[src/rtl/irq_prio_pkg.sv]
package irq_prio_pkg;
   localparam int DEF_REG_W  = 64;
   localparam int DEF_PRIO_W = 4;
   localparam int DEF_NUM_REQ = 15;

   typedef enum logic {
      ENC_SCAN = 1'b0,
      ENC_TREE = 1'b1
   } enc_style_e;
endpackage

[src/rtl/prio_threshold_reg.sv]
module prio_threshold_reg #(
   parameter int REG_W  = 64,
   parameter int PRIO_W = 4
) (
   input  logic              clk,
   input  logic              rst,
   input  logic              wr_en,
   input  logic [REG_W-1:0]  wr_data,
   output logic [PRIO_W-1:0] thr,
   output logic [REG_W-1:0]  rd_data,
   output logic              wr_err
);
   localparam int RSVD_W = REG_W - PRIO_W;

   logic [RSVD_W-1:0] rsvd_bits;
   logic              rsvd_set;
   logic              accept;
   logic [PRIO_W-1:0] thr_q;
   logic              err_q;

   assign rsvd_bits = wr_data[REG_W-1:PRIO_W];
   assign rsvd_set  = |rsvd_bits;
   assign accept    = wr_en & ~rsvd_set;

   always_ff @(posedge clk) begin
      if (rst) begin
         thr_q <= '0;
         err_q <= 1'b0;
      end else begin
         if (accept) thr_q <= wr_data[PRIO_W-1:0];
         err_q <= wr_en & rsvd_set;
      end
   end

   assign thr     = thr_q;
   assign wr_err  = err_q;
   assign rd_data = {{RSVD_W{1'b0}}, thr_q};

   // a clean write lands in the threshold
   p_load_r2: assert property (@(posedge clk) disable iff (rst)
      (wr_en && wr_data[REG_W-1:PRIO_W] == '0) |=> thr_q == $past(wr_data[PRIO_W-1:0]));

   // refused write keeps the old value
   p_keep_on_rsvd_r3: assert property (@(posedge clk) disable iff (rst)
      (wr_en && wr_data[REG_W-1:PRIO_W] != '0) |=> $stable(thr_q));

   // refused write raises the flag
   p_err_raise_r3: assert property (@(posedge clk) disable iff (rst)
      (wr_en && wr_data[REG_W-1:PRIO_W] != '0) |=> err_q);

   // no flag without a refused write
   p_err_quiet_r9: assert property (@(posedge clk) disable iff (rst)
      !(wr_en && wr_data[REG_W-1:PRIO_W] != '0) |=> !err_q);
endmodule

[src/rtl/prio_mask.sv]
module prio_mask #(
   parameter int NUM_REQ = 15,
   parameter int PRIO_W  = 4
) (
   input  logic [PRIO_W-1:0]  thr,
   input  logic [NUM_REQ-1:0] req,
   output logic [NUM_REQ-1:0] pass
);
   for (genvar i = 0; i < NUM_REQ; i++) begin : g_line
      localparam logic [PRIO_W-1:0] LINE_CLASS = PRIO_W'(i + 1);
      assign pass[i] = req[i] & (LINE_CLASS > thr);
   end
endmodule

[src/rtl/prio_pick.sv]
module prio_pick
   import irq_prio_pkg::*;
#(
   parameter int         NUM_REQ = 15,
   parameter int         PRIO_W  = 4,
   parameter enc_style_e ENC     = ENC_TREE
) (
   input  logic [NUM_REQ-1:0] pass,
   output logic               any,
   output logic [PRIO_W-1:0]  cls
);
   localparam int PAD = 1 << PRIO_W;

   if (ENC == ENC_SCAN) begin : g_scan
      always_comb begin
         any = 1'b0;
         cls = '0;
         for (int i = 0; i < NUM_REQ; i++) begin
            if (pass[i]) begin
               any = 1'b1;
               cls = PRIO_W'(i + 1);
            end
         end
      end
   end else begin : g_tree
      for (genvar l = 0; l <= PRIO_W; l++) begin : g_lvl
         localparam int W = PAD >> l;
         logic [W-1:0]      v;
         logic [PRIO_W-1:0] c [W];
         if (l == 0) begin : g_leaf
            for (genvar j = 0; j < W; j++) begin : g_j
               if (j < NUM_REQ) begin : g_real
                  assign v[j] = pass[j];
               end else begin : g_pad
                  assign v[j] = 1'b0;
               end
               assign c[j] = PRIO_W'(j + 1);
            end
         end else begin : g_node
            for (genvar n = 0; n < W; n++) begin : g_n
               assign v[n] = g_lvl[l-1].v[2*n] | g_lvl[l-1].v[2*n+1];
               assign c[n] = g_lvl[l-1].v[2*n+1] ? g_lvl[l-1].c[2*n+1]
                                                 : g_lvl[l-1].c[2*n];
            end
         end
      end
      assign any = g_lvl[PRIO_W].v[0];
      assign cls = g_lvl[PRIO_W].v[0] ? g_lvl[PRIO_W].c[0] : '0;
   end

   // the reported class belongs to a passing line
   always_comb begin
      if (any) a_pick_real_r7: assert (cls != '0 && pass[cls - 1'b1]);
   end
endmodule

[src/rtl/irq_prio_gate.sv]
module irq_prio_gate
   import irq_prio_pkg::*;
#(
   parameter int         REG_W   = DEF_REG_W,
   parameter int         PRIO_W  = DEF_PRIO_W,
   parameter int         NUM_REQ = DEF_NUM_REQ,
   parameter enc_style_e ENC     = ENC_TREE
) (
   input  logic               clk,
   input  logic               rst,
   input  logic               wr_en,
   input  logic [REG_W-1:0]   wr_data,
   output logic [REG_W-1:0]   rd_data,
   output logic               wr_err,
   input  logic [NUM_REQ-1:0] req,
   output logic               irq_valid,
   output logic [PRIO_W-1:0]  irq_class
);
   localparam logic [PRIO_W-1:0] THR_MAX = {PRIO_W{1'b1}};

   if (PRIO_W < 1) begin : g_bad_prio
      $error("PRIO_W must be at least 1");
   end
   if (NUM_REQ < 1 || NUM_REQ > (1 << PRIO_W) - 1) begin : g_bad_req
      $error("NUM_REQ must lie in 1 .. 2**PRIO_W-1");
   end
   if (REG_W <= PRIO_W) begin : g_bad_reg
      $error("REG_W must exceed PRIO_W");
   end

   logic [PRIO_W-1:0]  thr;
   logic [NUM_REQ-1:0] pass;
   logic               any_c;
   logic [PRIO_W-1:0]  cls_c;
   logic               valid_q;
   logic [PRIO_W-1:0]  class_q;

   prio_threshold_reg #(.REG_W(REG_W), .PRIO_W(PRIO_W)) u_thr (
      .clk     (clk),
      .rst     (rst),
      .wr_en   (wr_en),
      .wr_data (wr_data),
      .thr     (thr),
      .rd_data (rd_data),
      .wr_err  (wr_err)
   );

   prio_mask #(.NUM_REQ(NUM_REQ), .PRIO_W(PRIO_W)) u_mask (
      .thr  (thr),
      .req  (req),
      .pass (pass)
   );

   prio_pick #(.NUM_REQ(NUM_REQ), .PRIO_W(PRIO_W), .ENC(ENC)) u_pick (
      .pass (pass),
      .any  (any_c),
      .cls  (cls_c)
   );

   always_ff @(posedge clk) begin
      if (rst) begin
         valid_q <= 1'b0;
         class_q <= '0;
      end else begin
         valid_q <= any_c;
         class_q <= cls_c;
      end
   end

   assign irq_valid = valid_q;
   assign irq_class = class_q;

   // state after reset
   p_reset_state_r1: assert property (@(posedge clk)
      $past(rst) |-> (thr == '0 && !irq_valid && irq_class == '0 && !wr_err));

   // a reported class sits above the threshold of the previous cycle
   p_above_thr_r4: assert property (@(posedge clk) disable iff (rst)
      irq_valid |-> irq_class > $past(thr));

   // full threshold blocks the next decision
   p_block_all_r6: assert property (@(posedge clk) disable iff (rst)
      (thr == THR_MAX) |=> !irq_valid);

   // no class is shown without valid
   p_idle_class_r7: assert property (@(posedge clk) disable iff (rst)
      !irq_valid |-> irq_class == '0);

   // a request lacking the previous cycle yields no valid output
   p_needs_req_r8: assert property (@(posedge clk) disable iff (rst)
      (req == '0) |=> !irq_valid);
endmodule

[config.mk]
export PLATFORM = sky130hd
export DESIGN_NAME = irq_prio_gate
export DESIGN_NICKNAME = d
export VERILOG_FILES = /design/src/rtl/irq_prio_pkg.sv /design/src/rtl/prio_threshold_reg.sv /design/src/rtl/prio_mask.sv /design/src/rtl/prio_pick.sv /design/src/rtl/irq_prio_gate.sv
export SDC_FILE = /design/constraint.sdc
export NUM_CORES = 1
export LEC_CHECK = 0
export ABC_AREA = 1
export BUFFER_PORTS_ARGS = -buffer_cell sky130_fd_sc_hd__buf_2
export CAP_MARGIN = 25
export CORE_ASPECT_RATIO = 1.5
export CORE_UTILIZATION = 38
export CTS_CLUSTER_SIZE = 28
export DETAILED_ROUTE_END_ITERATION = 7
export PLACE_DENSITY = 0.94
export SLEW_MARGIN = 40
export SYNTH_ARGS = -nofsm -noshare
export SYNTH_HDL_FRONTEND = slang
export SYNTH_SLANG_ARGS = --single-unit
export TNS_END_PERCENT = 5
[constraint.sdc]
create_clock -name clk -period 2.5 [get_ports clk]
set_input_delay 0.375 -clock clk [delete_from_list [all_inputs] [get_ports clk]]
set_output_delay 0.375 -clock clk [all_outputs]
set_load 0.01 [all_outputs]
After elaboration in Yosys (flattened, before gate mapping). Index checks and enable logic that the tools add are counted.

$lt $le $gt $ge: 15. Multiplexer cells: 14. Bitwise logic cells: 33. Reduce and logical (&&, ||, !) cells: 2.

Operators by type and width (count): $reduce_or A60 Y1 (1); $gt A4 B4 Y1 const A (8); $mux W4 (8); $and A1 B1 Y1 (17); $gt A3 B4 Y1 const A (4); $or A1 B1 Y1 (14); $gt A2 B4 Y1 const A (2); $mux W2 (4); $mux W3 (2); $gt A1 B4 Y1 const A (1); $not A1 Y1 (2); $reduce_or A2 Y1 (1).

Flip-flop bits (word level): 10. Input port bits: 82. Output and inout port bits: 70.

Depth between registers and ports, before layout. Gate-level depths: netlist (run 1).

Word-level depth: 8. Mapped depth: 13. Depth with buffers taken out: 12.

By module. Synthesis (run 1) repeated with hierarchy kept, for this count alone.

Cells, all modules: 280. Area total of the unflattened synthesis: 1555.2 µm².

Modules (own cells, without submodules): prio_threshold_reg (times used 1, cells an instance 160, area an instance 952.2 µm², sequential area each 100.1 µm²); prio_pick (times used 1, cells an instance 57, area an instance 269.0 µm², sequential area each 0.0 µm²); prio_mask (times used 1, cells an instance 48, area an instance 196.4 µm², sequential area each 0.0 µm²); irq_prio_gate (times used 1, cells an instance 15, area an instance 137.6 µm², sequential area each 100.1 µm²).

Worst setup path before layout (run 1). Ideal clock, no wire load.

Path type: register to register. Start point: register u_thr.thr_q[1] (netlist: u_thr.thr[1]). End point: register class_q[1] (netlist: irq_class[1]). Data arrival time: 1280 ps. Setup slack: 1111 ps. Stages on the path, launching flop included: 11. Buffers on the path: 1. Period minus slack after synthesis: 1389 ps. Cells stage by stage: dfxtp_1 > buf_2 > inv_2 > nand2_1 > a21oi_1 > nor2_2 > nand2_1 > nor2_2 > nor2_2 > nand2_1 > inv_1.

Longest elaborated chain between the ends: 8. Elaborated cells between the ends (all ways): 60. Classes of those cells: order compare (15); mux (14); bitwise (30); reduce/logical (1).

RTL lines: from (decl) (line prio_threshold_reg.sv:18) `logic [PRIO_W-1:0] thr_q;`; from (signal assigned) (line prio_threshold_reg.sv:30) `if (accept) thr_q <= wr_data[PRIO_W-1:0];`; $gt A1 B4 Y1 (tied with other cells) (line prio_mask.sv:11) `assign pass[i] = req[i] & (LINE_CLASS > thr);`; $and A1 B1 Y1 (line prio_mask.sv:11); $or A1 B1 Y1 (4 in a row) (line prio_pick.sv:41) `assign v[n] = g_lvl[l-1].v[2*n] | g_lvl[l-1].v[2*n+1];`; $not A1 Y1 (no source line); $reduce_or A2 Y1 (no source line); to (signal assigned) (line irq_prio_gate.sv:66) `class_q <= cls_c;`; to (decl) (line irq_prio_gate.sv:36) `logic [PRIO_W-1:0] class_q;`.

Parallel ways exist; a longest one is shown, timed or not. A chain may end at the register's enable or synchronous reset.

Final worst setup path (run 1).
Start point: register u_thr.thr_q[3] (netlist: u_thr.thr[3]). End point: register class_q[1] (netlist: irq_class[1]).

Same word-level chain as after synthesis.

==> flow_metrics.tcl, run 1 <==
set metrics [dict create \
    run_status "finished clean" \
    port_buffers 91 \
    clock_path_buffers 2 \
    cp_max_fo 9 \
    drive_above_1_share_pct 31.9 \
    antenna_cells 0 \
    finalMaxSlewViolations 0 \
    drt_first_iter_violations 22 \
    ant_nets 0 \
    cts_resized 0 \
    hpwl_um 2890 \
    fin_skew_ns 0.000374 \
    route.detailed.drc 0 \
    p_leak_nw 1.08 \
    yosysTopAreaCellShare_pct 32.6 \
    place_congestion 0.803 \
    cts-root-buf "clkbuf_8" \
    powerDensity_mw_per_mm2 313 \
    postCtsSetupRepairBufs 0 \
    dieArea_mm2 0.00394 \
    p_sw_uw 165 \
    cap_violations 0 \
    yosysSeqAreaShare_pct 14.3 \
    rsz0062_at_grt "no" \
    antenna_found_initial 0 \
    setup_viol 0 \
    overflow 0 \
    synth_area_leader_cell "buf_4" \
    clk_latency_ns 0.24 \
    synthTopCellsByCount "67 x nand2_1, 61 x buf_4, 56 x nor2_1" \
    dp_slack_ns 0.889 \
    yosys_register_bits 10 \
    detailroute.via_count 1595 \
    dieWidth_um 51.6 \
    place_area_mm2 0.00167 \
    grt_max_degree 10 \
    viasPerCell 4.15 \
    start_util_pct 40.3 \
    fp.dieH_um 76.4 \
    switching_share_pct 30.6 \
    yosysWarnings 0 \
    wirelength_um 3300 \
    crit_arrival_ns 1.74 \
    syn_to_final_growth_pct 22.9 \
    hold_viol 0 \
    crit_required_ns 2.64 \
    synth-edff-count 0 \
    finalInstanceArea_mm2 0.00172 \
    io_pins 152 \
    clkSlewWorstSetupHoldPaths_ns 0.05 \
    num_rows 26 \
    synth_async_sr_flop_share_pct 0 \
    design.core.area_mm2 0.00348 \
    grt_pass1_vias 1221 \
    clock_power_share_pct 37.8 \
    cts_tree "done" \
    synth_cell_types 18 \
    seqPwrFrac_pct 31.0 \
    synth_most_common_cell "nand2_1" \
    fin_crit_ns 1.60 \
    synthFlopType "dfxtp_1" \
    clock_sinks 10 \
    endpoint_kind "register" \
    finalSetupTns_ns 0 \
    p_int_uw 374 \
    nFillCells 332 \
    worstSetupStartpointType "register" \
    numCtsBuffers 3 \
    firstDrtPassIters 4 \
    synth.area.top_cells "buf_4 33%, nand2_1 18%, nor2_1 15%" \
    cts-htree-levels 1 \
    pwr-share-comb_pct 31.3 \
    nets 425 \
    peakVddDrop_uv 240 \
    fmax_mhz 623 \
    grt_pass1_wl_um 4830 \
    fin_ws_ns 0.896 \
    netlist_instances 250 \
    hold_path.class "in2reg" \
    syn_area_mm2 0.00140 \
    period_share_pct 64.2 \
    grtUsageTotal_pct 15.8 \
    wl_per_cell_um 8.59 \
    cts_hold_buf 0 \
    critPathKind "reg2reg" \
    avgSynthCellArea_um2 5.61 \
]
## final timing paths
kind,from,to,slack [ns],cells past startpoint
worst min-delay path,rst,irq_valid$_SDFF_PP0_,0.34,2
worst min register to register,u_thr.thr[0]$_SDFFE_PP0P_,u_thr.thr[0]$_SDFFE_PP0P_,0.64,4
worst max-delay path,u_thr.thr[3]$_SDFFE_PP0P_,irq_class[1]$_SDFF_PP0_,0.90,9
worst max register to register,u_thr.thr[3]$_SDFFE_PP0P_,irq_class[1]$_SDFF_PP0_,0.90,9
## layout by cell type (no fill, tap or decap)
cell type,instances
nor2_1,56
nor2_2,5
o21ai_1,1
a21boi_1,1
inv_1,16
and2_0,1
clkbuf_8,4
nand3_2,2
buf_2,91
inv_2,3
a21boi_0,1
a21oi_1,6
nand2_1,67
dfxtp_1,10
nand3_1,11
o21ai_0,3
conb_1,60
nand2_2,4
## critical path, stage by stage (launching register included)
cell     delay, ns
dfxtp_1       0.52
inv_1         0.14
nand2_1       0.17
nand3_2       0.12
nor2_2        0.16
nand2_1       0.11
nor2_2        0.13
nor2_2        0.06
nand2_1       0.07
inv_1         0.04
## cell type report
cell class	instances	area (um2)	area share, %
Multi-Input combinational cell	218	890	51.6
Sequential cell	10	200	11.6
Inverter	19	71.3	4.14
Timing Repair Buffer	91	455	26.4
Tap cell	42	52.6	3.05
Clock buffer	4	55.1	3.19
## state kept, by name, indices dropped and copies added (netlist names)
name,cells
irq_class,4
u_thr.wr_err,1
u_thr.thr,4
irq_valid,1
## per-stage QoR
| step | power (mW) | instances | hold WS (ns) | utilization (%) |
|---|---|---|---|---|
| after floorplan | 0.330 | 309 | 0.454 | - |
| after global placement | 0.334 | 380 | 0.579 | 48.0 |
| after detailed placement | 0.336 | 380 | 0.576 | 48.0 |
| after CTS | 0.541 | 384 | 0.334 | 49.5 |
| after global routing | 0.573 | 384 | 0.338 | 49.5 |
| final | 0.539 | 384 | 0.339 | 49.5 |
## cells by family (layout without fill, tap and decap cells)
kind of cell           after synthesis  after routing  share of synthesized area (%)
and+or+nand+nor                    146            146                           42.7
buffers and inverters               81            114                           38.1
AOI/OAI and AO/OA                   12             12                           4.64
DFF                                 10             10                           14.3
other                                1             60                          0.267
## power groups by stage
stage | clock network [mW] | registers (mW) | logic, mW
6_report | 0.204 | 0.167 | 0.168
5_1_grt | 0.215 | 0.167 | 0.190
4_1_cts | 0.206 | 0.167 | 0.168
3_3_place_gp | 0 | 0.170 | 0.164
3_5_place_dp | 0 | 0.170 | 0.166
2_1_floorplan | 0 | 0.174 | 0.157
## layer usage
| metal | track usage [%] | vias to the layer above | part of all wire [%] |
|---|---|---|---|
| li1 | - | 819 | - |
| met1 | 15.1 | 677 | 34 |
| met2 | 31.7 | 93 | 55 |
| met3 | 2.40 | 6 | 8.9 |
| met4 | 5.68 | 0 | 1.5 |
| met5 | 0 | - | 0 |
Power figures use the tool's default switching activity.
==> run 2: changes to the inputs <==
CORE_UTILIZATION = 32   (was 38)
PLACE_DENSITY = 0.85   (was 0.94)
clock period = 1.4 ns   (was 2.5 ns; I/O delays follow)
==> flow_metrics.tcl, run 2 (same netlist as run 1, synthesis figures left out) <==
set metrics [dict create \
    clock_path_buffers 2 \
    dieWidth_um 56.1 \
    fp.dieH_um 83.1 \
    finalInstanceArea_mm2 0.00197 \
    r2r_slack_ns 0.05 \
    grtUsageTotal_pct 14.8 \
    pwr-share-comb_pct 33.3 \
    peakVddDrop_uv 368 \
    powerDensity_mw_per_mm2 501 \
    met2_length_um 2100 \
    cap_violations 0 \
    place_congestion 0.902 \
    nFillCells 435 \
    fin_crit_ns 1.35 \
    antenna_found_initial 0 \
    viasPerCell 4.13 \
    finalMaxSlewViolations 0 \
    ff_latch_area_um2 210 \
    place_area_mm2 0.00178 \
    num_rows 29 \
    port_buffers 91 \
    crit_required_ns 1.52 \
    drive_above_1_share_pct 42.1 \
    numCtsBuffers 3 \
    rsz0062_at_grt "yes" \
    grt_max_degree 9 \
    grt_pass1_wl_um 5450 \
    p_sw_uw 309 \
    clock_sinks 10 \
    antenna_cells 0 \
    fin_cells 402 \
    critical_path.slowest_cell "dfxtp_2" \
    grt_pass1_vias 1409 \
    hold_viol 0 \
    nets 439 \
    seqPwrFrac_pct 29.8 \
    r2r-end "irq_class[0]$_SDFF_PP0_" \
    fmax_mhz 740 \
    critPathKind "reg2reg" \
    period_share_pct 96.5 \
    dr_wl_met3_um 366 \
    cp_max_fo 4 \
    ant_nets 0 \
    setup_viol 0 \
    cts_tree "done" \
    p_leak_nw 1.20 \
    rr_worst_depth 8 \
    switching_share_pct 31.3 \
    detailroute.via_count 1659 \
    hp-start "rst" \
    dieArea_mm2 0.00466 \
    clkSlewWorstSetupHoldPaths_ns 0.05 \
    worstSetupStartpointType "register" \
    highest_layer "met4" \
    cts-htree-levels 1 \
    hold_path.class "in2reg" \
    endpoint_kind "register" \
    firstDrtPassIters 4 \
    cts_hold_buf 0 \
    final_common_cell "buf_2" \
    start_util_pct 33.3 \
    clk_latency_ns 0.24 \
    min_to "irq_valid$_SDFF_PP0_" \
    final_util_pct 46.8 \
    drt_first_iter_violations 65 \
    drt-met1-wl_um 1200 \
    design.core.area_mm2 0.00421 \
    route.detailed.drc 0 \
    clock_power_share_pct 36.9 \
    r2r_start "u_thr.thr[0]$_SDFFE_PP0P_" \
    syn_to_final_growth_pct 40.3 \
    crit_path_cell_trace "buf_4, nand3_2, nand2_2, nand3_2, nor2_4, nand2_2, o21ai_2, a21oi_1" \
    postCtsSetupRepairBufs 0 \
    wl_per_cell_um 9.32 \
    whs_path_depth 2 \
    layout_common_cells "91 x buf_2, 60 x conb_1, 59 x nand2_1" \
    post-place-cells 398 \
    io_pins 152 \
    multi_input_area_mm2 0.00101 \
    hpwl_um 3120 \
    cts-root-buf "clkbuf_8" \
    overflow 0 \
    critPathMaxStageDelay_ns 0.33 \
    crit_arrival_ns 1.47 \
    run_status "finished clean" \
    wirelength_um 3750 \
    fin_skew_ns 0.00285 \
    p_int_uw 677 \
]
[run 2: power groups by stage]
stage / clock network (mW) / logic [mW] / registers [mW]
after floorplan: 0 / 0.280 / 0.310
after global placement: 0 / 0.304 / 0.304
after detailed placement: 0 / 0.307 / 0.304
after CTS: 0.371 / 0.308 / 0.298
after global routing: 0.385 / 0.364 / 0.294
final: 0.364 / 0.328 / 0.294
[run 2: per-stage QoR]
step           hold slack, ns  setup slack, ns  power [mW]  TNS (ns)
6_report                0.167           0.0495       0.986         0
5_1_grt                 0.177          -0.0348        1.04    -0.102
4_1_cts                 0.162          0.00474       0.977         0
3_5_place_dp            0.410          -0.0861       0.611    -0.312
3_3_place_gp            0.414          -0.0801       0.608    -0.302
2_1_floorplan           0.289           0.0107       0.590         0
[run 2: worst max path at each step]
| stage | start | end | slack [ns] | depth (start not counted) |
|---|---|---|---|---|
| after floorplan | u_thr.thr[1]$_SDFFE_PP0P_ | irq_class[1]$_SDFF_PP0_ | 0.01 | 10 |
| after global placement | wr_data[9] | u_thr.thr[3]$_SDFFE_PP0P_ | -0.08 | 9 |
| after detailed placement | wr_data[9] | u_thr.thr[1]$_SDFFE_PP0P_ | -0.09 | 9 |
| after CTS | u_thr.thr[1]$_SDFFE_PP0P_ | irq_class[0]$_SDFF_PP0_ | 0.005 | 10 |
| after global routing | u_thr.thr[1]$_SDFFE_PP0P_ | irq_class[2]$_SDFF_PP0_ | -0.03 | 10 |
| final | u_thr.thr[0]$_SDFFE_PP0P_ | irq_class[0]$_SDFF_PP0_ | 0.05 | 8 |
[run 2: what timing repair did]
action / CTS / global route
setup endpoints to repair: 4 / 6
pin swaps: 0 / 12
resized for setup: 2 / 38
[run 2: per-layer routing]
layer	vias to the layer above	GRT usage (%)
met4	0	5.99
met1	676	13.3
met2	120	30.6
met5	-	0
met3	12	2.49
li1	851	-
[run 2: critical path: cells and delay by family, from the launching register on]
family | cells | cell delay (ns)
compound gates | 2 | 0.24
buf+inv | 1 | 0.11
flops | 1 | 0.33
simple gates | 5 | 0.54
[run 2: layout make-up]
cell class | instances | area share, %
clock buffer | 4 | 2.80
inverter | 19 | 3.62
multi-input combinational | 218 | 51.1
sequential | 10 | 10.7
tap | 46 | 2.92
timing repair buffer | 105 | 28.9
